==> src/rtl/lsmem_pkg.sv <==
package lsmem_pkg;
  localparam int LANES  = 8;
  localparam int DATA_W = LANES * 8;

  typedef enum logic [1:0] {
    SZ_BYTE  = 2'd0,
    SZ_WORD  = 2'd1,
    SZ_DWORD = 2'd2,
    SZ_QWORD = 2'd3
  } accSize_t;

  // strobes from control to datapath for the current request
  typedef struct packed {
    logic             wrEn;
    logic             rdEn;
    logic [LANES-1:0] byteEn;
    logic [2:0]       laneOff;
    accSize_t         sizeSel;
  } dpStrobe_t;
endpackage

==> src/rtl/lsmem_ctrl.sv <==
module lsmem_ctrl
  import lsmem_pkg::*;
(
  input  logic      clk,
  input  logic      rstN,
  input  logic      reqValid,
  input  logic      reqWrite,
  input  logic [2:0] laneAddr,
  input  logic [1:0] reqSize,
  output dpStrobe_t strobe,
  output logic      rspValid,
  output logic      rspError
);
  logic [2:0] alignMask;
  logic       misaligned;
  logic [3:0] spanBytes;
  logic [LANES-1:0] laneHit;

  always_comb begin
    case (reqSize)
      2'd0:    begin alignMask = 3'b000; spanBytes = 4'd1; end
      2'd1:    begin alignMask = 3'b001; spanBytes = 4'd2; end
      2'd2:    begin alignMask = 3'b011; spanBytes = 4'd4; end
      default: begin alignMask = 3'b111; spanBytes = 4'd8; end
    endcase
    misaligned = |(laneAddr & alignMask);
  end

  for (genvar ln = 0; ln < LANES; ln++) begin : g_lane
    localparam logic [3:0] LN = 4'(ln);
    assign laneHit[ln] = (LN >= {1'b0, laneAddr}) && (LN < ({1'b0, laneAddr} + spanBytes));
  end

  always_comb begin
    strobe.wrEn    = reqValid && reqWrite && !misaligned;
    strobe.rdEn    = reqValid && !reqWrite && !misaligned;
    strobe.byteEn  = misaligned ? '0 : laneHit;
    strobe.laneOff = laneAddr;
    strobe.sizeSel = accSize_t'(reqSize);
  end

  always_ff @(posedge clk) begin
    if (!rstN) begin
      rspValid <= 1'b0;
      rspError <= 1'b0;
    end else begin
      rspValid <= reqValid;
      rspError <= reqValid && misaligned;
    end
  end
endmodule

==> src/rtl/lsmem_datapath.sv <==
module lsmem_datapath
  import lsmem_pkg::*;
#(
  parameter int ROW_BITS = 4,
  localparam int ROWS    = 1 << ROW_BITS
) (
  input  logic                clk,
  input  logic                rstN,
  input  dpStrobe_t           strobe,
  input  logic [ROW_BITS-1:0] rowIdx,
  input  logic [DATA_W-1:0]   wrData,
  output logic [DATA_W-1:0]   rdData
);
  logic [DATA_W-1:0] memRows [ROWS];
  logic [DATA_W-1:0] rowCur;
  logic [DATA_W-1:0] wrShift;
  logic [DATA_W-1:0] rowNext;
  logic [DATA_W-1:0] rdShift;
  logic [DATA_W-1:0] rdMasked;
  logic [5:0]        bitOff;
  logic [3:0]        spanBytes;

  assign rowCur  = memRows[rowIdx];
  assign bitOff  = {strobe.laneOff, 3'b000};
  assign wrShift = wrData << bitOff;
  assign rdShift = rowCur >> bitOff;

  always_comb begin
    case (strobe.sizeSel)
      SZ_BYTE:  spanBytes = 4'd1;
      SZ_WORD:  spanBytes = 4'd2;
      SZ_DWORD: spanBytes = 4'd4;
      default:  spanBytes = 4'd8;
    endcase
  end

  for (genvar ln = 0; ln < LANES; ln++) begin : g_lane
    localparam logic [3:0] LN = 4'(ln);
    assign rowNext[ln*8 +: 8]  = strobe.byteEn[ln] ? wrShift[ln*8 +: 8] : rowCur[ln*8 +: 8];
    assign rdMasked[ln*8 +: 8] = (LN < spanBytes) ? rdShift[ln*8 +: 8] : 8'h00;
  end

  always_ff @(posedge clk) begin
    if (!rstN) begin
      for (int r = 0; r < ROWS; r++) memRows[r] <= '0;
    end else if (strobe.wrEn) begin
      memRows[rowIdx] <= rowNext;
    end
  end

  always_ff @(posedge clk) begin
    if (!rstN) rdData <= '0;
    else       rdData <= strobe.rdEn ? rdMasked : '0;
  end
endmodule

==> src/rtl/lsmem_unit.sv <==
module lsmem_unit
  import lsmem_pkg::*;
#(
  parameter int ROW_BITS = 4,
  parameter int ADDR_W   = ROW_BITS + 3
) (
  input  logic              clk,
  input  logic              rstN,
  input  logic              reqValid,
  input  logic              reqWrite,
  input  logic [ADDR_W-1:0] reqAddr,
  input  logic [1:0]        reqSize,
  input  logic [63:0]       reqWdata,
  output logic              rspValid,
  output logic              rspError,
  output logic [63:0]       rspRdata
);
  dpStrobe_t strobe;

  lsmem_ctrl u_ctrl (
    .clk      (clk),
    .rstN     (rstN),
    .reqValid (reqValid),
    .reqWrite (reqWrite),
    .laneAddr (reqAddr[2:0]),
    .reqSize  (reqSize),
    .strobe   (strobe),
    .rspValid (rspValid),
    .rspError (rspError)
  );

  lsmem_datapath #(.ROW_BITS(ROW_BITS)) u_dp (
    .clk    (clk),
    .rstN   (rstN),
    .strobe (strobe),
    .rowIdx (reqAddr[ADDR_W-1:3]),
    .wrData (reqWdata),
    .rdData (rspRdata)
  );
endmodule

==> config.mk <==
export PLATFORM = sky130hd
export DESIGN_NAME = lsmem_unit
export DESIGN_NICKNAME = d
export VERILOG_FILES = /design/src/rtl/lsmem_pkg.sv /design/src/rtl/lsmem_ctrl.sv /design/src/rtl/lsmem_datapath.sv /design/src/rtl/lsmem_unit.sv
export SDC_FILE = /design/constraint.sdc
export NUM_CORES = 2
export LEC_CHECK = 0
export BUFFER_PORTS_ARGS = -buffer_cell sky130_fd_sc_hd__buf_2
export CAP_MARGIN = 20
export CELL_PAD_IN_SITES_DETAIL_PLACEMENT = 0
export CELL_PAD_IN_SITES_GLOBAL_PLACEMENT = 1
export CORE_MARGIN = 4
export CORE_UTILIZATION = 35
export CTS_BUF_LIST = sky130_fd_sc_hd__clkbuf_4
export CTS_CLUSTER_DIAMETER = 150
export DETAILED_ROUTE_END_ITERATION = 16
export PLACE_DENSITY_LB_ADDON = 0.2
export REMOVE_ABC_BUFFERS = 1
export SYNTH_ARGS = -nofsm -noshare
export SYNTH_HDL_FRONTEND = slang
export SYNTH_HIERARCHICAL = 1
export SYNTH_SLANG_ARGS = --single-unit
==> constraint.sdc <==
create_clock -name clk -period 11.6 [get_ports clk]
set_input_delay 1.74 -clock clk [delete_from_list [all_inputs] [get_ports clk]]
set_output_delay 1.74 -clock clk [all_outputs]
set_load 0.02 [all_outputs]
==> run_results.csv <==
group,metric,value,unit
global_routing,gr-usage-all-layers,0.273,
sta,rsz0062_at_grt,"false",
setup_path,critPathMaxFanout,48,
logic_synthesis,synthFlopType,"edfxtp_1",
place,hpwl,126000,um
floorplanning,start_util,0.352,
cts,cts_buffers,323,
setup_path,cpMostUsedCell,"buf_4",
setup_path,crit_path_start_kind,"input port",
setup_path,path_buf_inv,5,
finish,layout-drive-gt1-share,0.253,
sta,whs,0.833,ns
cts,cts_root_buf,"clkbuf_4",
sta,drv_slew,0,
logic_synthesis,ys_seq_elements,1090,
finish,fill_cells,13900,
setup_path,worstPathRequired,12.46,ns
routing,vias,36300,
setup_path,path_cells,"buf_8 -> buf_4 -> buf_4 -> and2_1 -> buf_4 -> nand2_4 -> nand2_4 -> buf_4",
global_routing,grt-ovfl-total,0,
routing,wl_per_cell,33.7,um
cts,holdBufCountCts,0,
logic_synthesis,ys_seq_area_frac,0.634,
finish,layout_commonest_cell,"nor2_1",
sta,skew,0.101,ns
routing,met2WireLength,93000,um
global_routing,antenna_found_initial,13,
setup_path,worstSetupPathType,"input port to register",
sta,tightestPinTransition,1.25,ns
sta,slew_headroom,0.163,
finish,final_cell_mix,"1,162 x nor2_1, 1,024 x edfxtp_1, 480 x clkbuf_4, 205 x mux2i_1, 186 x mux4_2",
min_path,min_path_type,"input port to register",
pwr,vdd_drop_max,0.0000609,V
setup_path,cpLargestDelayFamily,"buffers and inverters",
finish,nets,4174,
run_status,status,"finished, final reports clean",
routing,highest_layer,"met5",
setup_path,cp_slowest_cell,"buf_4",
global_routing,grt_max_degree,90,
setup_path,worstSetupEndpointType,"register",
routing,routed_wl,210000,um
cts,post_cts_resized,0,
place,place_ws,4.98,ns
cts,post_cts_buffers,0,
floorplanning,chipHeight,388,um
floorplanning,die_area,151000,sq um
routing,m1WireLength,87300,um
finish,final_area,57100,sq um
floorplanning,io_pins,143,
pwr,p_leak,20.9,nW
setup_path,r2r_setup_slack,8.14,ns
logic_synthesis,async_reset_ff_frac,0,
cts,clockBufferDepth,4,
global_routing,grt_pass1_wl,288000,um
logic_synthesis,synth_cells,3852,
floorplanning,num_rows,139,
sta,setup_violations,0,
sta,tns,0,ns
place,io_buffer_count,142,
routing,antenna_left,0,
routing,dr_wl_met3,22300,um
cts,cts_tree,"yes",
sta,fin_ws,6.26,ns
setup_path,slowest_delay,0.86,ns
logic_synthesis,syn_avg_cell_area,13.1,sq um
sta,max_freq,0.187,GHz
logic_synthesis,synth.distinct_cells,88,
logic_synthesis,synth_edf_count,1024,
global_routing,grt_pass1_vias,35600,
job,cap_violations,0,
cts,htreeDepth,5,
setup_path,crit_arrival,6.20,ns
logic_synthesis,yosys_warnings,6,
pwr,power.density,161,nW/um^2
routing,drc_errors,0,
sta,period_needed,5.34,ns
place,gp_congestion,0.969,
routing,viasPerCell,5.83,
finish,syn_to_final_growth,12.9,%
cts,cts_sinks,1090,
logic_synthesis,netlist_area,50600,sq um
floorplanning,core,144000,sq um
cts,clkTransAtPathRegs,0.06,ns
floorplanning,die_x,388,um
sta,fin_crit_sh,0.460,
routing,drtPass1Iterations,8,
routing,drt-initial-drc-count,4824,
place,placed_area,53100,sq um
sta,hold_violations,0,
cts,clk_latency,1.32,ns
-- metrics by stage --
stage / utilization / instances / total power, mW
after CTS: 0.397 / 6216 / 9.24
after floorplan: - / 3511 / 5.07
after global placement: 0.369 / 5662 / 5.65
final: 0.398 / 6234 / 9.17
after detailed placement: 0.370 / 5668 / 5.65
after global routing: 0.397 / 6230 / 9.52
-- cells by family (layout without fill, tap and decap cells) --
family          count (synthesis)  in the layout  synth area share
simple gates                 1492           1492             0.117
xor+xnor                        3              3          0.000817
fa+ha+maj                       5              5           0.00134
flops                        1090           1090             0.634
buf+inv                       355            819            0.0362
compound gates                445            445            0.0672
mux                           462            462             0.144
other cells                     0             15                 0
-- cell usage after synthesis, drive strengths merged (4+ instances only) --
library cell  instances  area share
a31oi                14      0.0038
dfxtp                66       0.026
a2111oi               7      0.0015
buf                 195       0.024
nor4                  4     0.00049
o21ai                53      0.0058
nand4                 4     0.00049
nor2               1169       0.087
nand3                28      0.0028
o22ai                42      0.0052
a21o                  4     0.00059
inv                  13     0.00096
edfxtp             1024        0.61
nand2               183       0.014
o22a                  9      0.0016
a22oi                78       0.012
nor2b                12      0.0015
mux2                 54       0.012
a311oi                6      0.0010
mux4                200       0.090
o211ai               30      0.0045
nor3                 50      0.0053
a2bb2oi              10      0.0019
clkbuf              146       0.011
a211oi               21      0.0031
a22o                 19      0.0033
nand2b               14      0.0018
mux2i               208       0.042
and2                 11      0.0014
a221oi               21      0.0057
o221ai               11      0.0019
and3                  6     0.00074
a21oi                89       0.010
o2bb2ai               5     0.00087
-- path summary, 6_finish.rpt --
kind,from,to,cells after the start
worst min-delay path,reqValid,u_ctrl/rspValid$_SDFF_PN0_,2
worst max-delay path,reqAddr[4],u_dp/memRows[15][5]$_SDFFCE_PN0P_,8
worst max register to register,u_dp/memRows[14][59]$_SDFFCE_PN0P_,u_dp/memRows[10][59]$_SDFFCE_PN0P_,6
worst min register to register,u_dp/memRows[9][56]$_SDFFCE_PN0P_,u_dp/rdData[56]$_SDFF_PP0_,3
-- worst reg2reg max path, stage by stage, from the launching register on --
cell and delay, ns:
edfxtp_1 0.42, mux4_2 0.50, a22o_1 0.25, a221oi_2 0.59, inv_1 0.37, o21ai_2 0.87, nor2_1 0.10
-- cell type report --
class,count,area [sq um],share of cell area
tap,1903,2380,0.0417
timing repair buffer,257,1690,0.0296
antenna,15,37.5,0.000657
sequential,1090,32100,0.562
clock inverter,68,288,0.00504
clock buffer,480,3600,0.0631
inverter,14,52.6,0.000920
multi-input combinational,2407,17000,0.297
-- power breakdown --
part           total, mW  switching [mW]  internal (mW)
clock network       3.58            1.68           1.90
logic               1.13           0.840          0.294
registers           4.46          0.0379           4.42
total               9.17            2.56           6.61
-- flip-flops by register name, summed over array words and instances (netlist names) --
register / flops
u_dp/rdData: 64
u_dp/memRows: 1024
u_ctrl/rspError: 1
u_ctrl/rspValid: 1
-- layer usage --
layer  track usage  vias to the layer above
met5             0                        -
met4        0.0971                        2
met3        0.0713                      442
met2         0.412                     2331
met1         0.383                    18600
li1              -                    14900
Power figures use the tool's default switching activity.
